--- src/rtl/cpu_intr_pkg.sv ---
// Shared types for the interrupt controller: the service action encoding.
package cpu_intr_pkg;
    typedef enum logic [2:0] {
        ACT_FETCH = 3'd0,
        ACT_RESET = 3'd1,
        ACT_NMI   = 3'd2,
        ACT_IRQ0  = 3'd3,
        ACT_IRQ1  = 3'd4,
        ACT_IRQ2  = 3'd5
    } act_e;

    localparam int ACT_W  = 3;
    localparam int MODE_W = 2;
endpackage

--- src/rtl/intr_req_track.sv ---
// Request tracker: detects NMI rising edges, forms the masked IRQ level and
// samples all three requests at each machine-cycle-end strobe.
// Assumes: take_nmi and drop_irq are single-cycle pulses from the arbiter.
module intr_req_track (
    input  logic clk,
    input  logic rst_n,
    input  logic reset_req,
    input  logic nmi_line,
    input  logic irq_line,
    input  logic iff1,
    input  logic mcycle_end,
    input  logic take_nmi,
    input  logic drop_irq,
    output logic smp_rst,
    output logic smp_nmi,
    output logic smp_irq
);
    logic nmi_q;
    logic nmi_pend;
    logic nmi_edge;

    assign nmi_edge = nmi_line & ~nmi_q;

    // Edge-latched NMI request and the per-machine-cycle request sample.
    always_ff @(posedge clk) begin
        if (!rst_n) begin
            nmi_q    <= 1'b0;
            nmi_pend <= 1'b0;
            smp_rst  <= 1'b0;
            smp_nmi  <= 1'b0;
            smp_irq  <= 1'b0;
        end else begin
            nmi_q    <= nmi_line;
            nmi_pend <= nmi_edge | (nmi_pend & ~take_nmi);
            if (mcycle_end)
                smp_rst <= reset_req;
            if (take_nmi)
                smp_nmi <= 1'b0;
            else if (mcycle_end)
                smp_nmi <= nmi_pend;
            if (drop_irq)
                smp_irq <= 1'b0;
            else if (mcycle_end)
                smp_irq <= irq_line & iff1;
        end
    end

    // a fresh NMI request only follows a high line
    assert_nmi_edge_R4: assert property (@(posedge clk) disable iff (!rst_n)
        $rose(nmi_pend) |-> $past(nmi_line));

    // a sampled maskable request needs the line and the enable together
    assert_irq_masked_R5: assert property (@(posedge clk) disable iff (!rst_n)
        $rose(smp_irq) |-> $past(irq_line && iff1 && mcycle_end));
endmodule

--- src/rtl/intr_flag_ctrl.sv ---
// Enable flags and interrupt mode. Service actions at a boundary take
// precedence; otherwise the decoded instruction pulses update the state.
// Assumes: at most one instruction pulse per cycle.
module intr_flag_ctrl
    import cpu_intr_pkg::*;
(
    input  logic              clk,
    input  logic              rst_n,
    input  logic              svc_fire,
    input  logic [ACT_W-1:0]  svc_act,
    input  logic              op_ei,
    input  logic              op_di,
    input  logic              op_retn,
    input  logic              op_im,
    input  logic [1:0]        im_sel,
    output logic              iff1,
    output logic              iff2,
    output logic [MODE_W-1:0] mode
);
    logic [MODE_W-1:0] im_mode;

    // Maps opcode bits 4:3 onto the mode number.
    always_comb begin
        case (im_sel)
            2'b10:   im_mode = MODE_W'(1);
            2'b11:   im_mode = MODE_W'(2);
            default: im_mode = MODE_W'(0);
        endcase
    end

    // Updates the flag pair and the mode.
    always_ff @(posedge clk) begin
        if (!rst_n) begin
            iff1 <= 1'b0;
            iff2 <= 1'b0;
            mode <= '0;
        end else if (svc_fire && act_e'(svc_act) != ACT_FETCH) begin
            case (act_e'(svc_act))
                ACT_RESET: begin
                    iff1 <= 1'b0;
                    iff2 <= 1'b0;
                    mode <= '0;
                end
                ACT_NMI: begin
                    iff2 <= iff1;
                    iff1 <= 1'b0;
                end
                default: begin
                    iff1 <= 1'b0;
                    iff2 <= 1'b0;
                end
            endcase
        end else if (op_ei) begin
            iff1 <= 1'b1;
            iff2 <= 1'b1;
        end else if (op_di) begin
            iff1 <= 1'b0;
            iff2 <= 1'b0;
        end else if (op_retn) begin
            iff1 <= iff2;
        end else if (op_im) begin
            mode <= im_mode;
        end
    end

    // accepting an NMI saves the live enable and clears it
    assert_nmi_flags_R7: assert property (@(posedge clk) disable iff (!rst_n)
        (svc_fire && svc_act == ACT_NMI) |=> (!iff1 && iff2 == $past(iff1)));

    // return-from-NMI restores the live enable from the saved copy
    assert_retn_restore_R9: assert property (@(posedge clk) disable iff (!rst_n)
        (op_retn && !svc_fire) |=> (iff1 == $past(iff2)));
endmodule

--- src/rtl/intr_arbiter.sv ---
// Boundary arbiter: ranks the sampled requests, issues the action pulse with
// its vector, and keeps the halt state.
// Assumes: instr_boundary and op_halt never fall in the same cycle.
module intr_arbiter
    import cpu_intr_pkg::*;
#(
    parameter int                 ADDR_W    = 16,
    parameter logic [ADDR_W-1:0]  RST_VEC   = 16'h0000,
    parameter logic [ADDR_W-1:0]  NMI_VEC   = 16'h0066,
    parameter logic [ADDR_W-1:0]  IRQ_VEC   = 16'h0038,
    parameter logic [ADDR_W-1:0]  MODE2_VEC = 16'h0000
) (
    input  logic              clk,
    input  logic              rst_n,
    input  logic              instr_boundary,
    input  logic              smp_rst,
    input  logic              smp_nmi,
    input  logic              smp_irq,
    input  logic [MODE_W-1:0] mode,
    input  logic              op_halt,
    output logic [ACT_W-1:0]  dec_act,
    output logic              act_valid,
    output logic [ACT_W-1:0]  act_code,
    output logic [ADDR_W-1:0] act_vec,
    output logic              halted,
    output logic              pc_hold
);
    act_e              dec;
    logic [ADDR_W-1:0] dec_vec;

    // Fixed priority over the sampled requests.
    always_comb begin
        if (smp_rst)
            dec = ACT_RESET;
        else if (smp_nmi)
            dec = ACT_NMI;
        else if (smp_irq)
            dec = (mode == MODE_W'(2)) ? ACT_IRQ2 :
                  (mode == MODE_W'(1)) ? ACT_IRQ1 : ACT_IRQ0;
        else
            dec = ACT_FETCH;
    end

    // Restart vector of the chosen action.
    always_comb begin
        case (dec)
            ACT_NMI:  dec_vec = NMI_VEC;
            ACT_IRQ0: dec_vec = IRQ_VEC;
            ACT_IRQ1: dec_vec = IRQ_VEC;
            ACT_IRQ2: dec_vec = MODE2_VEC;
            default:  dec_vec = RST_VEC;
        endcase
    end

    assign dec_act = dec;

    // Registers the decision and tracks the halt state.
    always_ff @(posedge clk) begin
        if (!rst_n) begin
            act_valid <= 1'b0;
            act_code  <= ACT_FETCH;
            act_vec   <= '0;
            halted    <= 1'b0;
        end else begin
            act_valid <= instr_boundary;
            if (instr_boundary) begin
                act_code <= dec;
                act_vec  <= dec_vec;
            end
            if (instr_boundary && dec != ACT_FETCH)
                halted <= 1'b0;
            else if (op_halt)
                halted <= 1'b1;
        end
    end

    assign pc_hold = halted | (act_valid && act_code == ACT_IRQ0);

    // a sampled reset always wins the boundary
    assert_reset_first_R3: assert property (@(posedge clk) disable iff (!rst_n)
        (instr_boundary && smp_rst) |=> (act_valid && act_code == ACT_RESET));

    // halt is released only by a service action
    assert_halt_release_R12: assert property (@(posedge clk) disable iff (!rst_n)
        $fell(halted) |-> (act_valid && act_code != ACT_FETCH));
endmodule

--- src/rtl/cpu_intr_ctrl.sv ---
// Top level of the interrupt and reset controller: request tracking, flag
// and mode state, and boundary arbitration.
// Assumes: the boundary strobe and the instruction pulses are mutually exclusive.
module cpu_intr_ctrl
    import cpu_intr_pkg::*;
#(
    parameter int ADDR_W = 16
) (
    input  logic              clk,
    input  logic              rst_n,
    input  logic              reset_req,
    input  logic              nmi_line,
    input  logic              irq_line,
    input  logic              mcycle_end,
    input  logic              instr_boundary,
    input  logic              op_ei,
    input  logic              op_di,
    input  logic              op_retn,
    input  logic              op_halt,
    input  logic              op_im,
    input  logic [1:0]        im_sel,
    output logic              act_valid,
    output logic [2:0]        act_code,
    output logic [ADDR_W-1:0] act_vec,
    output logic              iff1,
    output logic              iff2,
    output logic [1:0]        int_mode,
    output logic              halted,
    output logic              pc_hold
);
    logic             smp_rst;
    logic             smp_nmi;
    logic             smp_irq;
    logic [ACT_W-1:0] dec_act;
    logic             take_nmi;
    logic             drop_irq;

    assign take_nmi = instr_boundary && dec_act == ACT_NMI;
    assign drop_irq = op_di || (instr_boundary && dec_act != ACT_FETCH);

    intr_req_track u_track (
        .clk        (clk),
        .rst_n      (rst_n),
        .reset_req  (reset_req),
        .nmi_line   (nmi_line),
        .irq_line   (irq_line),
        .iff1       (iff1),
        .mcycle_end (mcycle_end),
        .take_nmi   (take_nmi),
        .drop_irq   (drop_irq),
        .smp_rst    (smp_rst),
        .smp_nmi    (smp_nmi),
        .smp_irq    (smp_irq)
    );

    intr_flag_ctrl u_flags (
        .clk      (clk),
        .rst_n    (rst_n),
        .svc_fire (instr_boundary),
        .svc_act  (dec_act),
        .op_ei    (op_ei),
        .op_di    (op_di),
        .op_retn  (op_retn),
        .op_im    (op_im),
        .im_sel   (im_sel),
        .iff1     (iff1),
        .iff2     (iff2),
        .mode     (int_mode)
    );

    intr_arbiter #(.ADDR_W(ADDR_W)) u_arb (
        .clk            (clk),
        .rst_n          (rst_n),
        .instr_boundary (instr_boundary),
        .smp_rst        (smp_rst),
        .smp_nmi        (smp_nmi),
        .smp_irq        (smp_irq),
        .mode           (int_mode),
        .op_halt        (op_halt),
        .dec_act        (dec_act),
        .act_valid      (act_valid),
        .act_code       (act_code),
        .act_vec        (act_vec),
        .halted         (halted),
        .pc_hold        (pc_hold)
    );

    // Input contract: one control event per cycle
    assert_one_event_R2: assert property (@(posedge clk) disable iff (!rst_n)
        $onehot0({instr_boundary, op_ei, op_di, op_retn, op_halt, op_im}));

    // after a disable pulse both flags read 0
    assert_di_clears_R6: assert property (@(posedge clk) disable iff (!rst_n)
        op_di |=> (!iff1 && !iff2));
endmodule

--- config.mk ---
export PLATFORM = sky130hd
export DESIGN_NAME = cpu_intr_ctrl
export DESIGN_NICKNAME = d
export VERILOG_FILES = /design/src/rtl/cpu_intr_pkg.sv /design/src/rtl/intr_req_track.sv /design/src/rtl/intr_flag_ctrl.sv /design/src/rtl/intr_arbiter.sv /design/src/rtl/cpu_intr_ctrl.sv
export SDC_FILE = /design/constraint.sdc
export NUM_CORES = 1
export LEC_CHECK = 0
export ABC_AREA = 1
export BUFFER_PORTS_ARGS = -buffer_cell sky130_fd_sc_hd__buf_2
export CAP_MARGIN = 30
export CORE_UTILIZATION = 45
export CTS_CLUSTER_DIAMETER = 150
export DETAILED_ROUTE_END_ITERATION = 12
export PLACE_DENSITY = 0.77
export SLEW_MARGIN = 5
export SYNTH_ARGS = -nofsm -noshare
export SYNTH_HDL_FRONTEND = slang
export SYNTH_SLANG_ARGS = --single-unit
--- constraint.sdc ---
create_clock -name clk -period 1.4 [get_ports clk]
set_input_delay 0.28 -clock clk [delete_from_list [all_inputs] [get_ports clk]]
set_output_delay 0.28 -clock clk [all_outputs]
set_load 0.1 [all_outputs]
# Word-level counts from Yosys, hierarchy flattened
# Cells that the tools add are included.
classes:
  n_bitwise: 8
  eq_ne: 13
  muxes: 20
  reduce_logical: 13
op_table:
  columns: ["op", "count"]
  rows:
  - ["two-way mux 3 bit", 5]
  - ["one-hot mux 7 bit (2 select lines)", 1]
  - ["two-way mux 2 bit", 6]
  - ["equality test 3 x 2 -> 1 bit, second input constant", 3]
  - ["nonzero test 3 bit", 3]
  - ["!= test 2 x 1 -> 1 bit, second input constant", 4]
  - ["OR reduction 2 bit", 4]
  - ["two-way mux 1 bit", 7]
  - ["equality test 2 bit, second input constant", 3]
  - ["AND reduction 5 bit", 1]
  - ["one-hot mux 2 bit (2 select lines)", 1]
  - ["bitwise AND 1 bit", 3]
  - ["equality test 3 x 1 -> 1 bit, second input constant", 1]
  - ["equality test 3 bit, second input constant", 1]
  - ["logical AND 1 bit", 3]
  - ["inverter 1 bit", 3]
  - ["equality test 2 x 1 -> 1 bit, second input constant", 1]
  - ["OR 1 bit", 2]
  - ["nonzero test 2 bit", 1]
  - ["logical OR 1 bit", 1]
totals:
  inputBits: 14
  elab_cells: 66
  ff_bits: 30
  output_inout_bits: 26

# Depth between registers and ports, before layout
logic_depth:
  word_depth: 11
  mapped_depth: 8
  mapped_depth_nobuf: 8

# Modules after synthesis
# Synthesis repeated with hierarchy kept, for this count alone.
unflattened:
  hier_cells: 133
  area_unflattened_um2: 935.9
modules_own_cells:
  columns: ["module", "seq_area_each_um2", "n_inst", "cells_per_inst", "area_each_um2"]
  rows:
  - ["intr_arbiter", 160.2, 1, 67, 478.0]
  - ["intr_flag_ctrl", 80.1, 1, 36, 246.5]
  - ["intr_req_track", 100.1, 1, 25, 183.9]
  - ["cpu_intr_ctrl", 0.0, 1, 5, 27.5]

# Worst setup path before layout
# OpenSTA, ideal clock, no wires.
synth_timing:
  path_kind: "reg-to-output"
  startpoint: "register u_arb.act_code[0]"
  endpoint: "output port pc_hold"
  stages_incl_launch_ff: 3
  n_path_buf: 0
  required_ps: 1120
  setup_slack_ps: -1424
  arrival_ps: 2544
  cell_sequence: "dfxtp_1 -> nand3_1 -> o21bai_1"
synth_between:
  elab_chain_cells: 3
synth_lines:
  columns: ["element", "line", "source"]
  rows:
  - ["start, declared", "intr_arbiter.sv:23", "output logic [ACT_W-1:0] act_code,"]
  - ["start signal, assigned", "intr_arbiter.sv:61", "act_code <= ACT_FETCH;"]
  - ["start signal, assigned", "intr_arbiter.sv:67", "act_code <= dec;"]
  - ["equality test 3 x 2 -> 1 bit", "intr_arbiter.sv:77", "assign pc_hold = halted | (act_valid && act_code == ACT_IRQ0);"]
  - ["logical AND 1 bit", "intr_arbiter.sv:77", null]
  - ["OR 1 bit", "intr_arbiter.sv:77", null]
  - ["end, declared", "cpu_intr_ctrl.sv:29", "output logic pc_hold"]
# Every way passes these cells.

# Worst setup path in the final report
layout_timing:
  startpoint: "register u_flags.mode[0]"
  endpoint: "output port int_mode[0]"
layout_rtl:
  columns: ["element", "line", "source"]
  rows:
  - ["start, declared", "intr_flag_ctrl.sv:18", "output logic [MODE_W-1:0] mode"]
  - ["start signal, assigned", "intr_flag_ctrl.sv:62", "mode <= im_mode;"]
  - ["end, declared", "cpu_intr_ctrl.sv:27", "output logic [1:0] int_mode,"]
# No word-level cell between the ends.

==> results.py <==
metrics = {
    "sta": {
        "slew_viol_final": 0,
        "setup_viol_count_final": 0,
        "post-route-period-util_pct": 97.1,
        "clock_skew_ns": 0.000849,
        "period_needed_ns": 1.36,
        "max_freq_mhz": 736,
        "hold_viol": 0,
        "rsz0062_at_grt": "yes",
        "final.setup.tns_ns": 0,
    },
    "pwr": {
        "finalPower_mw": 1.26,
        "p_int_mw": 0.701,
        "ir_worst_vdd_mv": 0.662,
        "sequentialPowerShare_pct": 41.9,
        "p_comb_share_pct": 37.6,
        "p_leak_nw": 0.561,
        "switchingPower_mw": 0.564,
        "p_sw_share_pct": 44.6,
        "powerDensity_nw_per_um2": 1160,
        "clkPwrFrac_pct": 20.5,
    },
    "critical_path": {
        "critPathMaxStageDelay_ns": 0.42,
        "r2r-start": "u_flags.mode[1]$_SDFFE_PN0P_",
        "reg2reg_slack_ns": 0.08,
        "crit_chain": "buf_2",
        "crit_family": "buffers and inverters",
        "crit_slowest_cell": "buf_2",
        "crit_path_end_kind": "primary output",
        "setup.worst_path.class": "register to primary output",
        "worst_ep_arrival_time_ns": 1.08,
        "worstSetupStartpointType": "register",
        "crit_buf_inv": 1,
        "cp.required_ns": 1.12,
        "crit_path_start": "u_flags.mode[0]$_SDFFE_PN0P_",
        "crit_fanout": 3,
    },
    "placed_design": {
        "place_area_um2": 1040,
        "io_buffers": 29,
        "dp_hpwl_um": 1370,
        "globalplace.congestion": 0.745,
        "dp_cells": 165,
    },
    "synth": {
        "netlist_area_um2": 875,
        "synth.area.top_cells": "dfxtp_1 (39%), buf_4 (12%), nand2_1 (8.2%), nand3_1 (6.9%), a21oi_1 (5.2%)",
        "yosysMostFrequentCell": "nand2_1",
        "synth-async-reset-ratio_pct": 0,
        "ys_seq_elements": 17,
        "yosys_warnings": 0,
        "synth_cell_types": 22,
        "ys_seq_area_share_pct": 38.9,
        "synth_flop_cell": "dfxtp_1",
        "synth-edff-count": 0,
        "synth_top_area_share_pct": 38.9,
        "synthCells": 117,
        "synth_largest_area_cell": "dfxtp_1",
        "syn_avg_cell_area_um2": 7.48,
        "synth_common_cells": "nand2_1 (19), dfxtp_1 (17), buf_4 (14)",
    },
    "floorplanning": {
        "dieArea_um2": 2120,
        "start_util_pct": 49.1,
        "io_pins": 40,
        "core_um2": 1780,
        "fp-row-count": 15,
        "die_w_um": 46.1,
        "die_h_um": 46.1,
    },
    "clock_network": {
        "cts.hold.buffers_added": 0,
        "postCtsSetupBuffers": 0,
        "cts_sinks": 17,
        "cts_buffers": 3,
        "clockBufferDepth": 2,
        "root_buffer": "clkbuf_4",
        "clkTransAtPathRegs_ns": 0.10,
        "htreeDepth": 1,
        "cts_tree": "yes",
        "clock_latency_ns": 0.28,
    },
    "detailed_routing": {
        "vias": 797,
        "drt-wirelength-per-cell_um": 10.4,
        "routed_wl_um": 1750,
        "final_antenna_net_count": 0,
        "firstDrtPassIters": 4,
        "drt-initial-drc-count": 10,
        "viasPerCell": 4.72,
        "drc": 0,
    },
    "layout": {
        "areaGrowthSynthToFinish_pct": 24.6,
        "stdcell_count": 169,
        "drive_gt1_share_pct": 38.9,
        "num_antenna_cells": 0,
        "n_fill_cell": 156,
        "fin_nets": 160,
        "final_area_um2": 1090,
        "reg_top3": "u_arb.act_code (3), u_arb.act_vec (3), u_flags.mode (2)",
        "fin_util_pct": 61.1,
    },
    "global_routing": {
        "antenna_found_initial": 0,
        "grt-ovfl-total": 0,
        "grt_pass1_vias": 667,
        "grt_pass1_wl_um": 2760,
        "grt_usage_pct": 18.2,
        "grt_max_degree": 12,
    },
    "min_path": {
        "hold_path_class": "primary input to register",
        "hp-start": "op_di",
    },
    "job": {
        "drv_cap": 0,
    },
    "status": {
        "status": "finished, final reports clean",
    },
}
[layer usage]
metal | global-route usage (%) | wire length, µm
met5 | 0 | 0
met4 | 8.82 | 12
met3 | 2.75 | 77
met2 | 32.4 | 920
met1 | 21.0 | 741
[through the flow]
| stage | setup slack (ns) | hold WS [ns] |
|---|---|---|
| after CTS | 0.0222 | 0.167 |
| after global placement | 0.181 | 0.404 |
| after floorplan | -0.247 | 0.350 |
| after detailed placement | 0.122 | 0.417 |
| after global routing | -0.00773 | 0.175 |
| final | 0.0412 | 0.177 |
[final cells by class]
cell class | count | area, µm² | area share [%]
Timing Repair Buffer | 29 | 183 | 16.8
Multi-Input combinational cell | 80 | 433 | 39.7
Sequential cell | 17 | 363 | 33.3
Clock inverter | 1 | 5.00 | 0.459
Clock buffer | 3 | 22.5 | 2.07
Inverter | 14 | 52.6 | 4.82
Tap cell | 25 | 31.3 | 2.87
[kinds of logic after synthesis]
logic type / count (synthesis) / synth area share [%]
AND/OR/NAND/NOR: 51 / 29.3
AO/OA/AOI/OAI: 18 / 11.3
adder cells (fa/ha/maj): 1 / 1.43
other: 1 / 0.429
buffers and inverters: 29 / 18.6
flip-flops: 17 / 38.9
[repair_timing]
action                                  CTS  global route
resized for setup                         2             4
pin swaps                                 1             0
hold endpoints to repair                  0             0
endpoints found under the setup margin    2             4
[power groups by stage]
stage               Sequential, mW  Combinational (mW)  Clock, mW
floorplan                    0.681               0.275          0
global placement             0.538               0.462          0
detailed placement           0.540               0.469          0
CTS                          0.530               0.471      0.272
global route                 0.534               0.499      0.285
finish                       0.530               0.475      0.259
[worst paths after layout]
kind / end / cells past startpoint
setup / recovery: int_mode[0] / 1
hold / removal: u_track.smp_irq$_SDFFE_PP0P_ / 2
setup reg to reg: u_arb.act_vec[4]$_SDFFE_PN0P_ / 8
hold reg to reg: u_track.nmi_pend$_SDFF_PN0_ / 1
[cells in the final DEF (no fill, tap or decap)]
cell and n:
buf_4 1, nand3_1 11, buf_12 2, a21oi_2 1
inv_2 3, nor3_2 1, nand2_2 4, o21ai_0 5
clkbuf_4 5, nand2_4 1, ha_1 1, dfxtp_2 3
nand4_4 1, dfxtp_4 5, nand3_4 1, nand3_2 2
a31oi_1 1, o22ai_1 1, inv_1 11, o21bai_4 1
dfxtp_1 9, buf_2 24, nor2_1 12, nand2_1 18
a21oi_1 9, clkinv_2 1, conb_1 10
Power figures use the tool's default switching activity.
